## config.mk

```make
export PLATFORM = sky130hd
export DESIGN_NAME = rxcoal_ctrl
export DESIGN_NICKNAME = d
export VERILOG_FILES = /design/src/rtl/rxcoal_pkg.sv /design/src/rtl/rxcoal_classify.sv /design/src/rtl/rxcoal_timer.sv /design/src/rtl/rxcoal_bundle.sv /design/src/rtl/rxcoal_irq.sv /design/src/rtl/rxcoal_ctrl.sv
export SDC_FILE = /design/constraint.sdc
export NUM_CORES = 1
export LEC_CHECK = 0
export ABC_AREA = 0
export BUFFER_PORTS_ARGS = -buffer_cell sky130_fd_sc_hd__buf_4
export CAP_MARGIN = 20
export CORE_MARGIN = 5
export CORE_UTILIZATION = 45
export DETAILED_ROUTE_END_ITERATION = 10
export PLACE_DENSITY_LB_ADDON = 0.12
export SYNTH_ARGS = -nofsm -noshare
export SYNTH_HDL_FRONTEND = slang
export SYNTH_SLANG_ARGS = --single-unit
```

## constraint.sdc

```tcl
create_clock -name clk -period 7.8 [get_ports clk]
set_input_delay 0.78 -clock clk [delete_from_list [all_inputs] [get_ports clk]]
set_output_delay 0.78 -clock clk [all_outputs]
set_load 0.01 [all_outputs]
```

## src/rtl/rxcoal_pkg.sv

```systemverilog
package rxcoal_pkg;

    localparam int unsigned PW = 16;

    typedef logic [PW-1:0] word_t;

    localparam word_t CAP_UNLIMITED = '1;

    typedef struct packed {
        logic valid;
        logic is_short;
    } frame_evt_t;

    typedef struct packed {
        logic take;
        logic short_evt;
    } frame_route_t;

    function automatic logic is_short_frame(input word_t len, input word_t mask);
        return (len & mask) == '0;
    endfunction

    function automatic word_t sat_inc(input word_t v);
        return (v == '1) ? v : v + word_t'(1);
    endfunction

    function automatic word_t eff_reload(input word_t v);
        return (v == '0) ? word_t'(1) : v;
    endfunction

endpackage

```

## src/rtl/rxcoal_classify.sv

```systemverilog
module rxcoal_classify
    import rxcoal_pkg::*;
(
    input  logic         frm_done,
    input  word_t        frm_len,
    input  word_t        mask,
    output frame_route_t route
);
    frame_evt_t evt;

    always_comb begin
        evt.valid    = frm_done;
        evt.is_short = is_short_frame(frm_len, mask);
        route.take      = evt.valid && !evt.is_short;
        route.short_evt = evt.valid &&  evt.is_short;
    end
endmodule

```

## src/rtl/rxcoal_timer.sv

```systemverilog
module rxcoal_timer
    import rxcoal_pkg::*;
(
    input  logic  clk,
    input  logic  rst,
    input  logic  load,
    input  word_t reload,
    input  logic  stop,
    input  logic  tick,
    output logic  expire
);
    word_t tmr_q;
    logic  run_q;

    assign expire = run_q && tick && (tmr_q <= word_t'(1));

    always_ff @(posedge clk) begin
        if (rst) begin
            tmr_q <= '0;
            run_q <= 1'b0;
        end else if (stop) begin
            tmr_q <= '0;
            run_q <= 1'b0;
        end else if (load) begin
            tmr_q <= eff_reload(reload);
            run_q <= 1'b1;
        end else if (run_q && tick) begin
            tmr_q <= tmr_q - word_t'(1);
        end
    end

    // A running countdown never sits at zero.
    assert_run_nonzero_R8: assert property (@(posedge clk) disable iff (rst)
        run_q |-> (tmr_q != '0));

    // A tick on a running countdown that does not expire lowers it by one.
    assert_tick_dec_R8: assert property (@(posedge clk) disable iff (rst)
        (run_q && tick && !expire && !stop && !load) |=> (tmr_q == $past(tmr_q) - word_t'(1)));
endmodule

```

## src/rtl/rxcoal_bundle.sv

```systemverilog
module rxcoal_bundle
    import rxcoal_pkg::*;
(
    input  logic  clk,
    input  logic  rst,
    input  logic  take,
    input  logic  expire,
    input  word_t cfg_cap,
    output word_t cnt,
    output logic  start,
    output logic  cap_close,
    output logic  close
);
    word_t cnt_q;
    word_t cap_q;
    word_t cnt_next;
    word_t cap_eff;

    always_comb begin
        start     = take && (cnt_q == '0);
        cnt_next  = sat_inc(cnt_q);
        cap_eff   = start ? cfg_cap : cap_q;
        cap_close = take && (cap_eff != CAP_UNLIMITED) && (cnt_next >= cap_eff);
        close     = cap_close || expire;
    end

    always_ff @(posedge clk) begin
        if (rst) begin
            cnt_q <= '0;
            cap_q <= '0;
        end else begin
            if (start)
                cap_q <= cfg_cap;
            if (close)
                cnt_q <= '0;
            else if (take)
                cnt_q <= cnt_next;
        end
    end

    assign cnt = cnt_q;

    assert_cnt_below_cap_R3: assert property (@(posedge clk) disable iff (rst)
        ((cnt_q != '0) && (cap_q != CAP_UNLIMITED)) |-> (cnt_q < cap_q));

    assert_close_clears_R3: assert property (@(posedge clk) disable iff (rst)
        close |=> (cnt_q == '0));

    assert_cap_frozen_R11: assert property (@(posedge clk) disable iff (rst)
        (($past(cnt_q) != '0) && (cnt_q != '0)) |-> $stable(cap_q));

    assert_open_one_R2: assert property (@(posedge clk) disable iff (rst)
        (start && !close) |=> (cnt_q == word_t'(1)));
endmodule

```

## src/rtl/rxcoal_irq.sv

```systemverilog
module rxcoal_irq (
    input  logic clk,
    input  logic rst,
    input  logic set,
    input  logic ack,
    output logic irq
);
    logic irq_q;

    always_ff @(posedge clk) begin
        if (rst)
            irq_q <= 1'b0;
        else if (set)
            irq_q <= 1'b1;
        else if (ack)
            irq_q <= 1'b0;
    end

    assign irq = irq_q;

    assert_irq_hold_R9: assert property (@(posedge clk) disable iff (rst)
        (irq_q && !ack) |=> irq_q);

    assert_ack_drops_R9: assert property (@(posedge clk) disable iff (rst)
        (ack && !set) |=> !irq_q);
endmodule

```

## src/rtl/rxcoal_ctrl.sv

```systemverilog
module rxcoal_ctrl
    import rxcoal_pkg::*;
(
    input  logic        clk,
    input  logic        rst,
    input  logic        tick_en,
    input  logic        frm_done,
    input  logic [15:0] frm_len,
    input  logic        irq_ack,
    input  logic [15:0] cfg_reload,
    input  logic [15:0] cfg_cap,
    input  logic [15:0] cfg_short_mask,
    output logic        irq_req,
    output logic [15:0] bundle_cnt
);
    frame_route_t route;
    word_t        cnt;
    logic         start;
    logic         cap_close;
    logic         close;
    logic         expire;

    rxcoal_classify u_classify (
        .frm_done (frm_done),
        .frm_len  (frm_len),
        .mask     (cfg_short_mask),
        .route    (route)
    );

    rxcoal_bundle u_bundle (
        .clk       (clk),
        .rst       (rst),
        .take      (route.take),
        .expire    (expire),
        .cfg_cap   (cfg_cap),
        .cnt       (cnt),
        .start     (start),
        .cap_close (cap_close),
        .close     (close)
    );

    rxcoal_timer u_timer (
        .clk    (clk),
        .rst    (rst),
        .load   (start && !cap_close),
        .reload (cfg_reload),
        .stop   (close),
        .tick   (tick_en),
        .expire (expire)
    );

    rxcoal_irq u_irq (
        .clk (clk),
        .rst (rst),
        .set (close || route.short_evt),
        .ack (irq_ack),
        .irq (irq_req)
    );

    assign bundle_cnt = cnt;

    assert_short_keeps_cnt_R6: assert property (@(posedge clk) disable iff (rst)
        (route.short_evt && !expire) |=> (bundle_cnt == $past(bundle_cnt)));

    assert_short_raises_R6: assert property (@(posedge clk) disable iff (rst)
        route.short_evt |=> irq_req);

    assert_expire_open_R8: assert property (@(posedge clk) disable iff (rst)
        expire |-> (bundle_cnt != '0));
endmodule

```

==> impl_metrics.tcl <==
set metrics [dict create \
    cts-root-buf "clkbuf_8" \
    insertion_delay_ns 0.31 \
    cap_violations 0 \
    coreArea_um2 6869 \
    critical_path_class "in -> reg" \
    h-tree-depth 2 \
    crit_top_cell "mux2i_1" \
    finalCritPeriodShare 0.6632 \
    postRouteAntennaNets 0 \
    grt_pass1_vias 2916 \
    critPathLaunchType "primary input" \
    drt_iter0_drc 110 \
    tightest_slew_ns 0.9262 \
    slowest_delay_ns 0.77 \
    dp_hpwl_um 6713 \
    post-route-min-period_ns 5.173 \
    async_flop_share 0 \
    fmax_mhz 193.3 \
    synthFlopType "dfxtp_1" \
    synthCells 376 \
    io_pins 86 \
    r2r_cells 15 \
    p_leak_nw 1.825 \
    start_util 0.4685 \
    path_clk_slew_ns 0.10 \
    antenna_found_initial 0 \
    r2r_start "u_bundle.cnt[6]" \
    drc 0 \
    crit_start "frm_len[0]" \
    grt_first_pass_wirelength_um 13610 \
    p_total_w 0.0006799 \
    post_cts_resize_count 0 \
    post_cts_buffers 0 \
    finalSetupViolCount 0 \
    cts_tree "done" \
    hold_class "reg -> reg" \
    gp_congestion 0.8672 \
    dr.pass1.iters 4 \
    num_vias 3023 \
    area_delta_synth_final_pct 24.22 \
    synth.net_count 464 \
    critPathBufInv 2 \
    cts_hold_buf 0 \
    netlist_area_um2 3218 \
    crit_path_end_kind "flip-flop" \
    portBuffers 85 \
    grt_max_degree 34 \
    synth.top_cell.area_share 0.3110 \
    cp.depth 15 \
    crit_required_ns 7.99 \
    drv_slew 0 \
    yosysWarnings 0 \
    viasPerCell 5.496 \
    antenna_cells 0 \
    drt-total-wl_um 8515 \
    yosysSeqAreaShare 0.3110 \
    hold_viol 0 \
    hold_ws_ns 0.5160 \
    final_common_cell "buf_4" \
    cp.arrival_ns 5.36 \
    grt_usage 0.1904 \
    path_cells "buf_4 > a22o_1 > a221oi_1 > a41oi_2 > nand2_1 > mux2i_1 > ha_1 > a211oi_1 > o21ai_0 > a221o_1 > or2_2 > a31oi_2 > buf_8 > mux2i_1 > nor2_1" \
    min_path_cells 2 \
    worst_slack_ns 2.627 \
    cts_made_buffers 5 \
    placed_area_um2 3885 \
    final_cell_mix "buf_4, nor2_1, dfxtp_1" \
    pre_cts_slack_ns 2.266 \
    ys_ff_latch 50 \
    clock-sinks 50 \
    syn_avg_cell_area_um2 8.559 \
    grt_overflow 0 \
    wl_per_cell_um 15.48 \
    worstHoldStart "u_timer.run_q" \
    clock_skew_ns 0.008239 \
    final_area_um2 3998 \
    status "complete, no violations" \
    multi_input_area_um2 2054 \
    rsz0062_at_grt "no" \
    nNetsFinal 541 \
    regArea_um2 1001 \
    clockBufferDepth 2 \
    dieArea_um2 8943 \
    die_h_um 94.57 \
    relSlewSlack 0.3825 \
    row_count 30 \
    cp_slowest_cell "nand2_1" \
    power_density_nw_per_um2 170.1 \
    synth_area_leader_cell "dfxtp_1" \
    die_width_um 94.57 \
    fill_cells 691 \
    synth_edf_count 0 \
    tns_ns 0 \
    ys_types 50 \
    ys_top_cells_by_area "dfxtp_1, mux2i_1, nor2_1" \
    path_delay_family "compound AO/OA/AOI/OAI gates" \
    drive_gt1_frac 0.2423 \
    max-vdd-ir-drop_v 0.00007452 \
    worstPathMaxFanout 18 \
]
-- layer usage --
metal | share of wire | up-vias | global-route usage
met3 | 0.080 | 5 | 0.04303
met1 | 0.47 | 1402 | 0.2596
met5 | 0 | - | 0
met2 | 0.44 | 99 | 0.3014
li1 | - | 1517 | -
met4 | 0.0085 | 0 | 0.05409
-- stage by stage --
step,std cells,util
finish,550,0.5820
global route,550,0.5820
CTS,550,0.5820
detailed placement,542,0.5656
global placement,541,0.5634
floorplan,376,-
-- layout make-up --
cell class / count / share of cell area
Sequential cell: 50 / 0.2504
Clock buffer: 5 / 0.01721
Timing Repair Buffer: 87 / 0.1653
Multi-Input combinational cell: 296 / 0.5139
Inverter: 13 / 0.01221
Tap cell: 96 / 0.03005
Clock inverter: 3 / 0.01095
-- Yosys cell counts, drive strengths merged, types with 2 or more instances --
master / n
a221oi: 5
o211ai: 4
clkbuf: 8
a41oi: 3
nand3: 8
nand4: 20
xor2: 22
and3: 4
a22o: 4
buf: 9
and2: 4
or2: 2
nand2b: 2
a21oi: 7
mux2i: 29
ha: 19
nand2: 23
inv: 13
or3: 2
dfxtp: 50
mux2: 2
a31oi: 3
xnor2: 13
nor2: 64
or4: 3
nor4: 11
a311oi: 2
nor3: 17
o21ai: 6
a211oi: 7
-- worst reg2reg max path: cells and delay by family, from the launching register on --
kind            cells  cell delay (ns)
compound gates      4             1.17
xor+xnor            1             0.20
fa+ha+maj           1             0.28
buf+inv             1             0.24
flops               1             0.51
mux                 1             0.19
simple gates        7             1.94
-- logic make-up (layout without fill, tap and decap cells) --
logic type	after synthesis	count (layout)	share of synthesized area
AOI/OAI and AO/OA	47	47	0.1209
xor gates and xnor gates	35	35	0.09526
adders and majority gates	19	19	0.07387
buffers and inverters	30	108	0.05054
DFF	50	50	0.3110
muxes	31	31	0.09720
and+or+nand+nor	164	164	0.2512
-- where the power goes --
part | internal, W | switching (W)
Combinational | 0.0000921 | 0.0000998
Sequential | 0.000278 | 0.0000212
Clock | 0.0000963 | 0.0000924
-- final timing paths --
| kind | end | slack [ns] |
|---|---|---|
| setup / recovery | u_timer.tmr_q[7] | 2.63 |
| hold reg to reg | u_timer.run_q | 0.52 |
| hold / removal | u_timer.run_q | 0.52 |
| setup reg to reg | u_timer.tmr_q[7] | 3.15 |
-- state kept, by name, indices dropped and copies added (netlist names) --
register        count
u_bundle.cnt       16
u_bundle.cap_q     16
u_irq.irq           1
u_timer.tmr_q      16
u_timer.run_q       1
Power figures use the tool's default switching activity.
